==> src/rtl/iopm_pkg.sv <==
package iopm_pkg;
  localparam logic [15:0] TS_MAP_PTR_OFS = 16'h0066;
  localparam int unsigned TS_MIN_LIMIT   = 103;
  localparam logic [3:0]  TS_TYPE_AVAIL32 = 4'd9;

  typedef enum logic [1:0] {
    ST_IDLE = 2'd0,
    ST_RD_MAP = 2'd1,
    ST_RD_WIN = 2'd2,
    ST_RESP = 2'd3
  } iopm_state_e;

  function automatic logic size_valid(input logic [2:0] sz);
    return (sz == 3'd1) || (sz == 3'd2) || (sz == 3'd4);
  endfunction
endpackage

==> src/rtl/iopm_win_eval.sv <==
module iopm_win_eval #(
  parameter int WIN_W = 16
) (
  input  logic             clk,
  input  logic             rst_n,
  input  logic [WIN_W-1:0] window,
  input  logic [2:0]       bit_sel,
  input  logic [2:0]       size,
  output logic             permit
);
  import iopm_pkg::*;
  localparam int MASK_W = 4;

  logic [WIN_W-1:0]  shifted;
  logic [MASK_W-1:0] mask;

  always_comb begin
    shifted = window >> bit_sel;
    case (size)
      3'd1:    mask = 4'b0001;
      3'd2:    mask = 4'b0011;
      3'd4:    mask = 4'b1111;
      default: mask = 4'b0000;
    endcase
    permit = size_valid(size) && ((shifted[MASK_W-1:0] & mask) == '0);
  end


  low_bit_blocks_chk: assert property (@(posedge clk) disable iff (!rst_n)
    window[bit_sel] |-> !permit);
endmodule

==> config.mk <==
export PLATFORM = sky130hd
export DESIGN_NAME = iopm_win_eval
export DESIGN_NICKNAME = d
export VERILOG_FILES = /design/src/rtl/iopm_pkg.sv /design/src/rtl/iopm_win_eval.sv
export SDC_FILE = /design/constraint.sdc
export NUM_CORES = 1
export LEC_CHECK = 0
export ABC_CLOCK_PERIOD_IN_PS = 2600
export CAP_MARGIN = 20
export CORE_AREA = 2 2 39 41
export DETAILED_ROUTE_END_ITERATION = 10
export DIE_AREA = 0 0 41 43
export PLACE_DENSITY = 0.67
export SLEW_MARGIN = 5
export SYNTH_ARGS = -nofsm -noshare
export SYNTH_HDL_FRONTEND = slang
export SYNTH_SLANG_ARGS = --single-unit
==> constraint.sdc <==
create_clock -name vclk -period 2.6
set_input_delay 0.78 -clock vclk [all_inputs]
set_output_delay 0.78 -clock vclk [all_outputs]
set_load 0.01 [all_outputs]
==> impl_metrics.ini, run 1 <==
[outcome]
status = complete, but fails checks
violations = negative setup slack

[hold_path]
whs_endpoint = permit
hold_class = in2out
holdCritStartpoint = window[7]
min_path_cells = 8

[synth]
syn_inst = 37
synth_area_per_cell_um2 = 7.068
synthesis.nets = 61
ys_seq_area_frac = 0
synth_warnings = 0
synth_area_um2 = 261.5
synth.distinct_cells = 20

[placement]
portBuffers = 18
routabilityCongestion = 0.7473
dp_hpwl_um = 663.8
dp.cells = 78

[worst_setup_path]
start_kind = input port
critPathMaxStageDelay_ps = 500
worst-path-stages = 7
worstPathRequired_ps = 1820
crit_family = multiplexers
criticalPathCategory = in2out
critPathMaxFanout = 4
crit_buf_inv = 2
path_cells = buf_8, mux4_2, mux2i_2, and4b_1, a41oi_2, o21ai_1, buf_2
crit_arrival_ps = 2040
cp-end-kind = output port
crit_slowest_cell = mux4_2

[drt]
drt_iter0_drc = 0
vias_per_cell = 4.500
routed_wl_um = 783
drc = 0
num_vias = 360
drtAntennaViolNets = 0
wl_per_cell_um = 9.788
firstDrtPassIters = 1

[global_route]
grt_pass1_wl_um = 1262
antenna_found_initial = 0
grt_pass1_vias = 336
track_usage = 0.09419
grt_start_max_net_pins = 10
grt-ovfl-total = 0

[layout]
post-route-util = 0.3662
mostFrequentLayoutCells = buf_4, buf_2, nand2_1, clkdlybuf4s50_1, nor2_1
nFlopsAndLatches = 0
seqCellArea_um2 = 0
fin_cells = 80
drive_above_1_share = 0.4219
clock_buffers = 0
diodes = 0
nFillCells = 165
syn_to_final_growth_pct = 93.78
fin_nets = 90
final_common_cell = buf_4

[timing]
relSlewSlack = 0.8242
fin_ws_ps = -221.8
maxSlewViolCount = 0
hold_ws_ps = 2169
rsz0062_at_grt = true
setup_viol = 1
fmax_mhz = 354.4
hold_viol = 0
min_period_over_period = 1.085
fin_crit_ps = 2822
worst_pin_slew_ps = 262.5

[die]
ioPinCount = 25
dieArea_um2 = 1763
die_w_um = 41
fp-row-count = 14
coreArea_um2 = 1384
die_y_um = 43
initial_core_util = 0.1890

[pwr]
powerDensity_nw_per_um2 = 149.2
p_leak_nw = 0.2309
ir_worst_vdd_uv = 39.34
switching_share = 0.3815
clockPowerShare = 0
finalPower_mw = 0.07560
p_seq_frac = 0
power.switching_mw = 0.02884
power_frac_comb = 1.000
intPower_mw = 0.04676

[job]
maxCapViolCount = 0

[cts]
cts_hold_buf = 0
how the worst max path moves through the flow:
stage / slack [ps] / startpoint / to
2_1_floorplan: -4 / bit_sel[0] / permit
3_3_place_gp: -1190 / bit_sel[0] / permit
3_5_place_dp: -1230 / bit_sel[0] / permit
4_1_cts: -220 / bit_sel[0] / permit
5_1_grt: -290 / bit_sel[0] / permit
6_report: -220 / bit_sel[0] / permit
metrics by stage:
| stage | worst slack [ps] | instance area, µm² | setup TNS (ps) |
|---|---|---|---|
| 2_1_floorplan | -3.907 | 254.0 | -3.907 |
| 3_3_place_gp | -1188 | 513.0 | -1188 |
| 3_5_place_dp | -1229 | 513.0 | -1229 |
| 4_1_cts | -222.4 | 504.2 | -222.4 |
| 5_1_grt | -285.6 | 506.7 | -285.6 |
| 6_report | -221.8 | 506.7 | -221.8 |
power groups by stage:
stage               Sequential [mW]  Combinational, mW  Clock (mW)
finish                            0             0.0756           0
global route                      0             0.0818           0
CTS                               0             0.0751           0
detailed placement                0             0.0745           0
global placement                  0             0.0742           0
floorplan                         0             0.0286           0
cells in the mapped netlist (all sizes together):
master,count,area share
nand2,5,0.072
nor2,4,0.057
inv,3,0.043
mux2i,3,0.11
nand2b,3,0.072
a21oi,2,0.038
mux4,2,0.20
nand3,2,0.038
nand3b,2,0.057
a31oi,1,0.024
a32oi,1,0.033
a41oi,1,0.033
and4b,1,0.038
buf,1,0.019
clkbuf,1,0.014
nand4b,1,0.033
nor2b,1,0.024
o2111ai,1,0.033
o21ai,1,0.019
o311ai,1,0.033
area by class of cell:
cell class         count  area, µm²  area share
well taps             16      20.02     0.03951
repair buffers        29      230.2      0.4543
multi-input cells     32      245.2      0.4840
inverters              3      11.26     0.02222
cell families (layout without fill, tap and decap cells):
family,after synthesis,in the layout,synth area share
and+or+nand+nor,19,19,0.3924
AOI/OAI and AO/OA,8,8,0.2153
muxes,5,5,0.3158
buffers and inverters,5,32,0.07652
layer usage:
metal	up-vias	GRT usage	wire length (µm)	share of wire
li1	195	-	-	-
met1	158	0.1246	341	0.44
met2	7	0.1688	403	0.51
met3	0	0.005236	38	0.049
met4	0	0	0	0
met5	-	0	0	0
what timing repair did:
action,in CTS,in global routing
pin swaps,5,1
gates resized for setup,51,2
endpoints found under the setup margin,1,1
setup buffers,2,0
Note: power is estimated with default switching activity, not from simulation.
==> inputs of run 2 (changes only) <==
--- a/config.mk
+++ b/config.mk
@@ -11,7 +11,7 @@
 export DETAILED_ROUTE_END_ITERATION = 10
 export DIE_AREA = 0 0 41 43
 export PLACE_DENSITY = 0.67
-export SLEW_MARGIN = 5
+export SLEW_MARGIN = 20
 export SYNTH_ARGS = -nofsm -noshare
 export SYNTH_HDL_FRONTEND = slang
 export SYNTH_SLANG_ARGS = --single-unit
==> results of run 2 <==
Final layout, timing and power as in run 1 (identical DEF).
